<file path="config.mk">
export PLATFORM = sky130hd
export DESIGN_NAME = pipe_hazard_ctrl
export DESIGN_NICKNAME = d
export VERILOG_FILES = /design/src/rtl/hz_ctrl_pkg.sv /design/src/rtl/hz_src_match.sv /design/src/rtl/hz_fwd_unit.sv /design/src/rtl/hz_stall_unit.sv /design/src/rtl/hz_branch_unit.sv /design/src/rtl/pipe_hazard_ctrl.sv
export SDC_FILE = /design/constraint.sdc
export NUM_CORES = 1
export LEC_CHECK = 0
export CORE_MARGIN = 2
export CORE_UTILIZATION = 50
export DETAILED_ROUTE_END_ITERATION = 12
export DONT_BUFFER_PORTS = 1
export PLACE_DENSITY = 0.72
export SYNTH_ARGS = -nofsm -noshare
export SYNTH_HDL_FRONTEND = slang
export SYNTH_SLANG_ARGS = --single-unit
export TNS_END_PERCENT = 5
</file>
<file path="constraint.sdc">
create_clock -name vclk -period 3.85
set_input_delay 0.1925 -clock vclk [all_inputs]
set_output_delay 0.1925 -clock vclk [all_outputs]
set_load 0.05 [all_outputs]
</file>
<file path="src/rtl/hz_ctrl_pkg.sv">
`timescale 1ns/1ps
package hz_ctrl_pkg;

   typedef enum logic [1:0] {
      FWD_RF    = 2'b00,
      FWD_EXMEM = 2'b01,
      FWD_MEMWB = 2'b10
   } fwd_sel_e;

   typedef enum logic [1:0] {
      BR_NONE = 2'b00,
      BR_EQ   = 2'b01,
      BR_NE   = 2'b10,
      BR_JUMP = 2'b11
   } br_op_e;

   typedef enum logic [1:0] {
      PC_SEQ    = 2'b00,
      PC_BRANCH = 2'b01,
      PC_JUMP   = 2'b10
   } pc_src_e;

   localparam int unsigned NUM_SRC = 2;

endpackage

</file>
<file path="src/rtl/hz_src_match.sv">
`timescale 1ns/1ps
module hz_src_match #(
   parameter int unsigned REG_W         = 5,
   parameter bit          ZERO_IS_CONST = 1'b1
) (
   input  logic [REG_W-1:0] src,
   input  logic [REG_W-1:0] dst,
   input  logic             wr_en,
   output logic             hit
);

   generate
      if (ZERO_IS_CONST) begin : g_zero_const
         assign hit = wr_en && (src == dst) && (dst != '0);
      end else begin : g_zero_plain
         assign hit = wr_en && (src == dst);
      end
   endgenerate

endmodule

</file>
<file path="src/rtl/hz_fwd_unit.sv">
`timescale 1ns/1ps
module hz_fwd_unit
   import hz_ctrl_pkg::*;
#(
   parameter int unsigned REG_W         = 5,
   parameter bit          ZERO_IS_CONST = 1'b1
) (
   input  logic [NUM_SRC-1:0][REG_W-1:0] ex_src,
   input  logic [REG_W-1:0]              mem_rd,
   input  logic                          mem_reg_write,
   input  logic [REG_W-1:0]              wb_rd,
   input  logic                          wb_reg_write,
   output logic [NUM_SRC-1:0][1:0]       sel
);

   generate
      for (genvar s = 0; s < NUM_SRC; s++) begin : g_src
         logic hit_mem;
         logic hit_wb;

         hz_src_match #(.REG_W(REG_W), .ZERO_IS_CONST(ZERO_IS_CONST)) u_mem (
            .src   (ex_src[s]),
            .dst   (mem_rd),
            .wr_en (mem_reg_write),
            .hit   (hit_mem)
         );

         hz_src_match #(.REG_W(REG_W), .ZERO_IS_CONST(ZERO_IS_CONST)) u_wb (
            .src   (ex_src[s]),
            .dst   (wb_rd),
            .wr_en (wb_reg_write),
            .hit   (hit_wb)
         );

         always_comb begin
            if (hit_mem)     sel[s] = FWD_EXMEM;
            else if (hit_wb) sel[s] = FWD_MEMWB;
            else             sel[s] = FWD_RF;
         end
      end
   endgenerate

endmodule

</file>
<file path="src/rtl/hz_stall_unit.sv">
`timescale 1ns/1ps
module hz_stall_unit
   import hz_ctrl_pkg::*;
#(
   parameter int unsigned REG_W         = 5,
   parameter bit          ZERO_IS_CONST = 1'b1
) (
   input  logic [NUM_SRC-1:0][REG_W-1:0] id_src,
   input  logic [NUM_SRC-1:0]            id_uses,
   input  logic [1:0]                    id_br_op,
   input  logic [REG_W-1:0]              ex_rd,
   input  logic                          ex_reg_write,
   input  logic                          ex_mem_read,
   input  logic [REG_W-1:0]              mem_rd,
   input  logic                          mem_reg_write,
   input  logic                          mem_mem_read,
   output logic                          stall
);

   logic                is_branch;
   logic                is_jump;
   logic [NUM_SRC-1:0]  eff_uses;
   logic [NUM_SRC-1:0]  hit_ex;
   logic [NUM_SRC-1:0]  hit_mem;
   logic                load_use;
   logic                br_wait;

   assign is_branch = (id_br_op == BR_EQ) || (id_br_op == BR_NE);
   assign is_jump   = (id_br_op == BR_JUMP);

   generate
      for (genvar s = 0; s < NUM_SRC; s++) begin : g_src
         assign eff_uses[s] = is_branch ? 1'b1 : (is_jump ? 1'b0 : id_uses[s]);

         hz_src_match #(.REG_W(REG_W), .ZERO_IS_CONST(ZERO_IS_CONST)) u_ex (
            .src   (id_src[s]),
            .dst   (ex_rd),
            .wr_en (ex_reg_write),
            .hit   (hit_ex[s])
         );

         hz_src_match #(.REG_W(REG_W), .ZERO_IS_CONST(ZERO_IS_CONST)) u_mem (
            .src   (id_src[s]),
            .dst   (mem_rd),
            .wr_en (mem_reg_write),
            .hit   (hit_mem[s])
         );
      end
   endgenerate

   assign load_use = ex_mem_read && |(hit_ex & eff_uses);
   assign br_wait  = is_branch && (|hit_ex || (mem_mem_read && |hit_mem));
   assign stall    = load_use || br_wait;

endmodule

</file>
<file path="src/rtl/hz_branch_unit.sv">
`timescale 1ns/1ps
module hz_branch_unit
   import hz_ctrl_pkg::*;
#(
   parameter int unsigned REG_W         = 5,
   parameter int unsigned XLEN          = 32,
   parameter bit          ZERO_IS_CONST = 1'b1
) (
   input  logic [NUM_SRC-1:0][REG_W-1:0] id_src,
   input  logic [NUM_SRC-1:0][XLEN-1:0]  id_val,
   input  logic [1:0]                    id_br_op,
   input  logic [REG_W-1:0]              mem_rd,
   input  logic                          mem_reg_write,
   input  logic                          mem_mem_read,
   input  logic [XLEN-1:0]               mem_alu_result,
   input  logic                          stall,
   output logic [1:0]                    pc_src,
   output logic                          taken
);

   logic [NUM_SRC-1:0][XLEN-1:0] cmp_val;
   logic                          ops_equal;

   generate
      for (genvar s = 0; s < NUM_SRC; s++) begin : g_src
         logic bypass;

         hz_src_match #(.REG_W(REG_W), .ZERO_IS_CONST(ZERO_IS_CONST)) u_byp (
            .src   (id_src[s]),
            .dst   (mem_rd),
            .wr_en (mem_reg_write && !mem_mem_read),
            .hit   (bypass)
         );

         assign cmp_val[s] = bypass ? mem_alu_result : id_val[s];
      end
   endgenerate

   assign ops_equal = (cmp_val[0] == cmp_val[1]);

   always_comb begin
      pc_src = PC_SEQ;
      unique case (id_br_op)
         BR_JUMP: pc_src = PC_JUMP;
         BR_EQ:   if (!stall && ops_equal)  pc_src = PC_BRANCH;
         BR_NE:   if (!stall && !ops_equal) pc_src = PC_BRANCH;
         default: pc_src = PC_SEQ;
      endcase
   end

   assign taken = (pc_src != PC_SEQ);

endmodule

</file>
<file path="src/rtl/pipe_hazard_ctrl.sv">
`timescale 1ns/1ps
module pipe_hazard_ctrl
   import hz_ctrl_pkg::*;
#(
   parameter int unsigned REG_W         = 5,
   parameter int unsigned XLEN          = 32,
   parameter bit          ZERO_IS_CONST = 1'b1
) (
   input  logic             clk,
   input  logic             rst_n,
   input  logic [REG_W-1:0] id_rs,
   input  logic [REG_W-1:0] id_rt,
   input  logic             id_uses_rs,
   input  logic             id_uses_rt,
   input  logic [1:0]       id_br_op,
   input  logic [XLEN-1:0]  id_rs_val,
   input  logic [XLEN-1:0]  id_rt_val,
   input  logic [REG_W-1:0] ex_rs,
   input  logic [REG_W-1:0] ex_rt,
   input  logic [REG_W-1:0] ex_rd,
   input  logic             ex_reg_write,
   input  logic             ex_mem_read,
   input  logic [REG_W-1:0] mem_rd,
   input  logic             mem_reg_write,
   input  logic             mem_mem_read,
   input  logic [XLEN-1:0]  mem_alu_result,
   input  logic [REG_W-1:0] wb_rd,
   input  logic             wb_reg_write,
   output logic [1:0]       fwd_a_sel,
   output logic [1:0]       fwd_b_sel,
   output logic             pc_hold,
   output logic             ifid_hold,
   output logic             idex_bubble,
   output logic             branch_taken,
   output logic [1:0]       pc_src
);

   localparam int unsigned MAX_REG_W = 8;

   generate
      if (REG_W < 1 || REG_W > MAX_REG_W) begin : g_bad_reg_w
         $error("pipe_hazard_ctrl: REG_W out of supported range");
      end
      if (XLEN < 1) begin : g_bad_xlen
         $error("pipe_hazard_ctrl: XLEN must be positive");
      end
   endgenerate

   logic [NUM_SRC-1:0][REG_W-1:0] ex_src;
   logic [NUM_SRC-1:0][REG_W-1:0] id_src;
   logic [NUM_SRC-1:0][XLEN-1:0]  id_val;
   logic [NUM_SRC-1:0]            id_uses;
   logic [NUM_SRC-1:0][1:0]       sel;
   logic                          stall;

   assign ex_src  = {ex_rt, ex_rs};
   assign id_src  = {id_rt, id_rs};
   assign id_val  = {id_rt_val, id_rs_val};
   assign id_uses = {id_uses_rt, id_uses_rs};

   hz_fwd_unit #(.REG_W(REG_W), .ZERO_IS_CONST(ZERO_IS_CONST)) u_fwd (
      .ex_src        (ex_src),
      .mem_rd        (mem_rd),
      .mem_reg_write (mem_reg_write),
      .wb_rd         (wb_rd),
      .wb_reg_write  (wb_reg_write),
      .sel           (sel)
   );

   hz_stall_unit #(.REG_W(REG_W), .ZERO_IS_CONST(ZERO_IS_CONST)) u_stall (
      .id_src        (id_src),
      .id_uses       (id_uses),
      .id_br_op      (id_br_op),
      .ex_rd         (ex_rd),
      .ex_reg_write  (ex_reg_write),
      .ex_mem_read   (ex_mem_read),
      .mem_rd        (mem_rd),
      .mem_reg_write (mem_reg_write),
      .mem_mem_read  (mem_mem_read),
      .stall         (stall)
   );

   hz_branch_unit #(.REG_W(REG_W), .XLEN(XLEN), .ZERO_IS_CONST(ZERO_IS_CONST)) u_br (
      .id_src         (id_src),
      .id_val         (id_val),
      .id_br_op       (id_br_op),
      .mem_rd         (mem_rd),
      .mem_reg_write  (mem_reg_write),
      .mem_mem_read   (mem_mem_read),
      .mem_alu_result (mem_alu_result),
      .stall          (stall),
      .pc_src         (pc_src),
      .taken          (branch_taken)
   );

   assign fwd_a_sel   = sel[0];
   assign fwd_b_sel   = sel[1];
   assign pc_hold     = stall;
   assign ifid_hold   = stall;
   assign idex_bubble = stall;

endmodule

</file>
# [Word level (Yosys, flattened, before mapping)]
# Index checks and enable logic that the tools add are counted.
[op_classes] n_eq_ne=12 mux=13 bitwise_logic=1 n_reduce_logical=39
[ops] op="two-way mux 32 bit" n=2
[ops] op="== test 5 bit" n=8
[ops] op="== test 32 bit" n=1
[ops] op="logical AND 1 bit" n=26
[ops] op="nonzero test 5 bit" n=3
[ops] op="two-way mux 2 bit" n=4
[ops] op="two-way mux 1 bit" n=6
[ops] op="case mux 2 bit (3 select lines)" n=1
[ops] op="OR reduction 2 bit" n=3
[ops] op="== test 2 bit, second input constant" n=2
[ops] op="zero test 1 bit" n=3
[ops] op="logical OR 1 bit" n=3
[ops] op="bitwise AND 2 bit" n=1
[ops] op="== test 2 x 1 -> 1 bit, second input constant" n=1
[ops] op="nonzero test 2 bit" n=1
[word_totals] register_bits=0 inputBits=142 word_cells=65

# [Longest topological paths before layout]
# Gate-level depths: netlist (run 1).
[logic_depth] ltp_word=13 depth_mapped=13

# [Modules after synthesis]
# From an unflattened synthesis (run 1), not the netlist that was laid out.
[unflattened] hier_cells=264 hier_area_um2=2024.4
[modules_own_cells] mod="hz_branch_unit" n_inst=1 cells_each=151 area_each_um2=1221.2 seq_area_each_um2=0.0
[modules_own_cells] mod="hz_src_match" n_inst=10 cells_each=10 area_each_um2=70.1 seq_area_each_um2=0.0
[modules_own_cells] mod="hz_stall_unit" n_inst=1 cells_each=7 area_each_um2=45.0 seq_area_each_um2=0.0
[modules_own_cells] mod="hz_fwd_unit" n_inst=1 cells_each=4 area_each_um2=42.5 seq_area_each_um2=0.0
[modules_own_cells] mod="pipe_hazard_ctrl" n_inst=1 cells_each=2 area_each_um2=15.0 seq_area_each_um2=0.0

# [Worst setup path after synthesis (run 1)]
# Ideal clock, no wire load.
[synth_path] path_kind="input to output" start="in mem_rd[0]" end="out branch_taken" t_arrival_ns=3.072 setup_slack_ns=0.586 cell_stages=13 path_buffers=4 cell_sequence="buf_6 -> xnor2_2 -> nand4_1 -> or3_1 -> buf_2 -> or3_1 -> buf_2 -> buf_6 -> o211ai_1 -> nand4_1 -> or4_1 -> or3_1 -> nand3b_1"
[synth_via] elab_chain_len=13
[synth_rtl] item="start: declaration" line="pipe_hazard_ctrl.sv:23" rtl="input logic [REG_W-1:0] mem_rd,"
[synth_rtl] item="parallel branches: the longest is 11 deep, another holds two-way mux 32 bit"
[synth_rtl] item="case mux 2 bit (3 select lines) (*)" line="hz_branch_unit.sv:43" rtl="unique case (id_br_op)"
[synth_rtl] item="nonzero test 2 bit (*)" line="hz_branch_unit.sv:51" rtl="assign taken = (pc_src != PC_SEQ);"
[synth_rtl] item="end: declaration" line="pipe_hazard_ctrl.sv:34" rtl="output logic branch_taken,"
# Mark *: on every way between the ends.

# [Worst setup path in the final report (run 1)]
[layout_path] start="in mem_rd[1]" end="out branch_taken"
# Same word-level chain as after synthesis.

==> reports/metrics.yaml, run 1 <==
io_buffers: 0
n_antenna_cell: 0
path_cells: "or4_1 > o21ai_1 > or3_1 > buf_4 > nand2_2 > o211ai_1 > nand4_1 > or4_1 > or3_1 > nand3b_1 > buf_12"
crit_required_ns: 3.66
cp_slowest_cell: "or4_1"
critical_path.top_delay_family: "simple AND/OR/NAND/NOR gates"
syn_area_per_cell_um2: 6.17
fin_tns_setup_ns: 0
path_buf_inv: 2
cts_resized: 0
grt_busiest_layer: "met2"
peakVddDrop_uv: 31.9
worstSetupEndpointType: "output pin"
synth-adder-area-share_pct: 1.45
final_common_cell: "nor2_1"
crit_fanout: 11
via_count: 2960
path_depth: 11
core_area_mm2: 0.00504
synth_top_family_by_area: "simple AND/OR/NAND/NOR gates"
fin_crit_sh_pct: 87.2
synth_xor_area_share_pct: 25.0
hold_start: "ex_rs[2]"
fin_cells: 478
seqCellArea_um2: 0
cts_hold_buf: 0
seq_cells: 0
power_density_mw_per_mm2: 80.3
finalHoldViolCount: 0
met1_usage_pct: 29.0
ys_types: 33
use_met3_pct: 4.40
dr.pass1.iters: 4
dpl.hpwl_um: 6080
hp-class: "in2out"
grt_overflow: 0
clockBufferCount: 0
final_antenna_net_count: 0
setup_viol: 0
place_congestion: 0.772
ys_seq_area_share_pct: 0
holdPathStages: 4
max_cap_violations: 0
grt_start_max_net_pins: 27
slew_violations: 0
grt_pass1_wl_um: 12600
drc_errors: 0
cp.arrival_ns: 3.16
first_iter_violations: 154
crit_path_max_incr_delay_ns: 0.55
mostFrequentLayoutCells: "nor2_1 (58), o21ai_0 (51), and2_1 (48), xnor2_1 (40), nand4_1 (34)"
drive_above_1_share_pct: 9.07
die_x_um: 75.9
startpoint: "mem_rd[1]"
ios: 152
syn_nets: 564
numPlacedInstances: 478
max_freq_ghz: 0.298
crit_type: "in2out"
finalPower_mw: 0.219
die_area_mm2: 0.00576
rows: 26
synth_cells: 419
finalCriticalPeriod_ns: 3.36
fillers: 537
wire_per_inst_um: 15.6
synth_area_mm2: 0.00259
synth-warning-count: 0
grt_pass1_vias: 2947
die_h_um: 75.9
synthMuxAreaShare_pct: 0
start_kind: "input port"
syn_to_final_growth_pct: 5.27
rsz0062_at_grt: "no"
grt_antenna_before_repair: 0
use_met2_pct: 47.2
slew_headroom_pct: 31.6
grt.total_usage_pct: 24.8
synth-compound-area-share_pct: 18.8
fin_nets: 555
outcome: "finished, final reports clean"
tightest_slew_ns: 1.02
power_leakage_nw: 0.954
cts_setup_buffers: 0
start_util_pct: 51.3
finalWirelength_um: 7470
vias_per_cell: 6.19
yosys.area_share.simple_pct: 46.5
per-layer routing:
metal	vias up	routed length (um)	part of all wire [%]
met5	-	0	0
met3	12	618	8.3
met4	0	123	1.6
met1	1353	2960	40
met2	130	3770	50
li1	1465	-	-
synth_stat cells, types with 2 or more instances:
| cell type | n | share of area [%] |
|---|---|---|
| a2111oi_0 | 8 | 2.7 |
| a211oi_1 | 8 | 2.3 |
| a21oi_1 | 2 | 0.39 |
| and2_1 | 48 | 12 |
| buf_2 | 6 | 1.2 |
| buf_4 | 7 | 2.0 |
| buf_6 | 6 | 2.6 |
| clkbuf_1 | 11 | 1.6 |
| ha_1 | 3 | 1.5 |
| inv_1 | 6 | 0.87 |
| nand2_1 | 17 | 2.5 |
| nand3_1 | 28 | 5.4 |
| nand4_1 | 34 | 8.2 |
| nor2_1 | 58 | 8.4 |
| nor3_1 | 3 | 0.58 |
| nor3b_1 | 2 | 0.58 |
| nor4_1 | 12 | 2.9 |
| o211ai_1 | 9 | 2.6 |
| o21ai_0 | 51 | 9.9 |
| o21ai_1 | 2 | 0.39 |
| or2_2 | 8 | 1.9 |
| or3_1 | 4 | 0.97 |
| or4_1 | 7 | 2.0 |
| xnor2_1 | 40 | 14 |
| xnor2_2 | 2 | 1.3 |
| xor2_1 | 30 | 10 |
path summary, 6_finish.rpt:
| check | to |
|---|---|
| min | fwd_a_sel[0] |
| max | branch_taken |
where the power goes:
part / total (mW) / internal (mW) / switching (mW)
Clock: 0 / 0 / 0
Combinational: 0.219 / 0.117 / 0.101
Sequential: 0 / 0 / 0
layout make-up:
| class | count | area, um^2 | area share (%) |
|---|---|---|---|
| inverters | 6 | 22.5 | 0.827 |
| multi-input cells | 383 | 2420 | 88.9 |
| well taps | 70 | 87.6 | 3.22 |
| repair buffers | 19 | 193 | 7.08 |
per-stage QoR:
stage                     worst slack [ns]  utilization [%]  instance area [um^2]  hold WS (ns)
after global routing                 0.318             54.0                  2720         0.755
after CTS                            0.494             54.0                  2720         0.740
after detailed placement             0.506             54.0                  2720         0.741
after floorplan                      0.586                -                  2590         0.702
after global placement               0.543             54.0                  2720         0.733
final                                0.493             54.0                  2720         0.735
logic make-up (layout without fill, tap and decap cells):
logic type | after synthesis | in the layout
buffers and inverters | 36 | 25
and+or+nand+nor | 226 | 226
xor gates and xnor gates | 72 | 72
adders and majority gates | 3 | 3
AOI/OAI and AO/OA | 82 | 82
Note: power is estimated with default switching activity, not from simulation.
==> run 2: changes to the inputs <==
- MAX_ROUTING_LAYER: not set -> met4
==> reports/metrics.yaml, run 2 (synthesized netlist as in run 1, its figures left out) <==
mostFrequentLayoutCells: "nor2_1 (58), o21ai_0 (51), and2_1 (48), xnor2_1 (40), nand4_1 (34)"
seqCellArea_um2: 0  # unchanged
slew_violations: 0  # unchanged
switching_share_pct: 46.3  # about the same
n_antenna_cell: 0  # unchanged
worstSetupEndpointType: "output pin"
start_kind: "input port"
outcome: "finished, final reports clean"
power_leakage_nw: 0.954  # unchanged
first_iter_violations: 145  # -5.8%
peakVddDrop_uv: 31.9  # about the same
finalCriticalPeriod_ns: 3.35  # -0.00401 ns
cts_hold_buf: 0  # unchanged
crit_required_ns: 3.66  # about the same
wire_per_inst_um: 15.6  # -0.33%
cts_setup_buffers: 0  # unchanged
finalCoreUtilization_pct: 54.0  # unchanged
dpl.hpwl_um: 6080  # unchanged
finalHoldViolCount: 0  # unchanged
setup_viol: 0  # unchanged
start_util_pct: 51.3  # unchanged
power_frac_comb_pct: 100.0  # about the same
path_buf_inv: 2  # unchanged
ios: 152  # unchanged
grt_overflow: 0  # unchanged
path_cells: "or4_1 > o21ai_1 > or3_1 > buf_4 > nand2_2 > o211ai_1 > nand4_1 > or4_1 > or3_1 > nand3b_1 > buf_12"
slew_headroom_pct: 31.6  # unchanged
clockBufferCount: 0  # unchanged
fin_tns_setup_ns: 0  # unchanged
final_antenna_net_count: 0  # unchanged
rsz0062_at_grt: "no"
power_frac_clock_pct: 0  # unchanged
grt_start_max_net_pins: 27  # unchanged
max_freq_ghz: 0.298  # +0.12%
fin_crit_sh_pct: 87.1  # -0.10 points
vias_per_cell: 6.22  # +0.51%
seqPwrFrac_pct: 0  # unchanged
crit_path_max_incr_delay_ns: 0.55  # about the same
cp_slowest_cell: "or4_1"
core_area_mm2: 0.00504  # unchanged
power_density_mw_per_mm2: 80.3  # about the same
grt_antenna_before_repair: 0  # unchanged
placed_area_mm2: 0.00272  # unchanged
grt.total_usage_pct: 25.5  # +0.70 points
final_common_cell: "nor2_1"
fillers: 537  # unchanged
fin_nets: 555  # unchanged
die_x_um: 75.9  # unchanged
finalPower_mw: 0.219  # about the same
drive_above_1_share_pct: 9.07  # unchanged
die_area_mm2: 0.00576  # unchanged
final_area_mm2: 0.00272  # unchanged
finalWirelength_um: 7450  # -0.33%
crit_fanout: 11  # unchanged
grt_pass1_wl_um: 12700  # +0.17%
place_congestion: 0.782  # +1.3%
seq_cells: 0  # unchanged
intPower_mw: 0.117  # about the same
grt_pass1_vias: 2939  # -0.27%
die_h_um: 75.9  # unchanged
hp-class: "in2out"
crit_type: "in2out"
max_cap_violations: 0  # unchanged
cts_resized: 0  # unchanged
drc_errors: 0  # unchanged
rows: 26  # unchanged
tightest_slew_ns: 1.02  # unchanged
io_buffers: 0  # unchanged
cp.arrival_ns: 3.16  # about the same
syn_to_final_growth_pct: 5.27  # unchanged
critical_path.top_delay_family: "simple AND/OR/NAND/NOR gates"
p_sw_mw: 0.101  # about the same
dr.pass1.iters: 4  # unchanged
via_count: 2975  # +0.51%
## run 2: layer usage
layer / track usage [%] / up-vias / part of all wire [%]
met3: 4.05 / 14 / 8.8
met5: - / - / 0
li1: - / 1464 / -
met2: 47.4 / 138 / 50
met1: 29.1 / 1359 / 39
met4: 4.91 / 0 / 1.8
## run 2: stage by stage
step                      worst slack, ns  std cells  hold slack [ns]
after floorplan                     0.586        419            0.702
after global placement              0.543        478            0.733
after detailed placement            0.506        478            0.741
after CTS                           0.494        478            0.740
after global routing                0.318        478            0.755
final                               0.497        478            0.735
## run 2: path summary, 6_finish.rpt
kind / from / endpoint / slack (ns) / depth (start not counted)
worst max-delay path: mem_rd[1] / branch_taken / 0.50 / 11
worst min-delay path: ex_rs[2] / fwd_a_sel[0] / 0.73 / 4
## run 2: cell type report
| class | count | area, um^2 | share of cell area [%] |
|---|---|---|---|
| Timing Repair Buffer | 19 | 193 | 7.08 |
| Inverter | 6 | 22.5 | 0.827 |
| Multi-Input combinational cell | 383 | 2420 | 88.9 |
| Tap cell | 70 | 87.6 | 3.22 |
## run 2: power groups by stage
stage	Combinational, mW	Sequential [mW]	Clock (mW)
finish	0.219	0	0
global route	0.245	0	0
CTS	0.220	0	0
detailed placement	0.219	0	0
global placement	0.213	0	0
floorplan	0.186	0	0
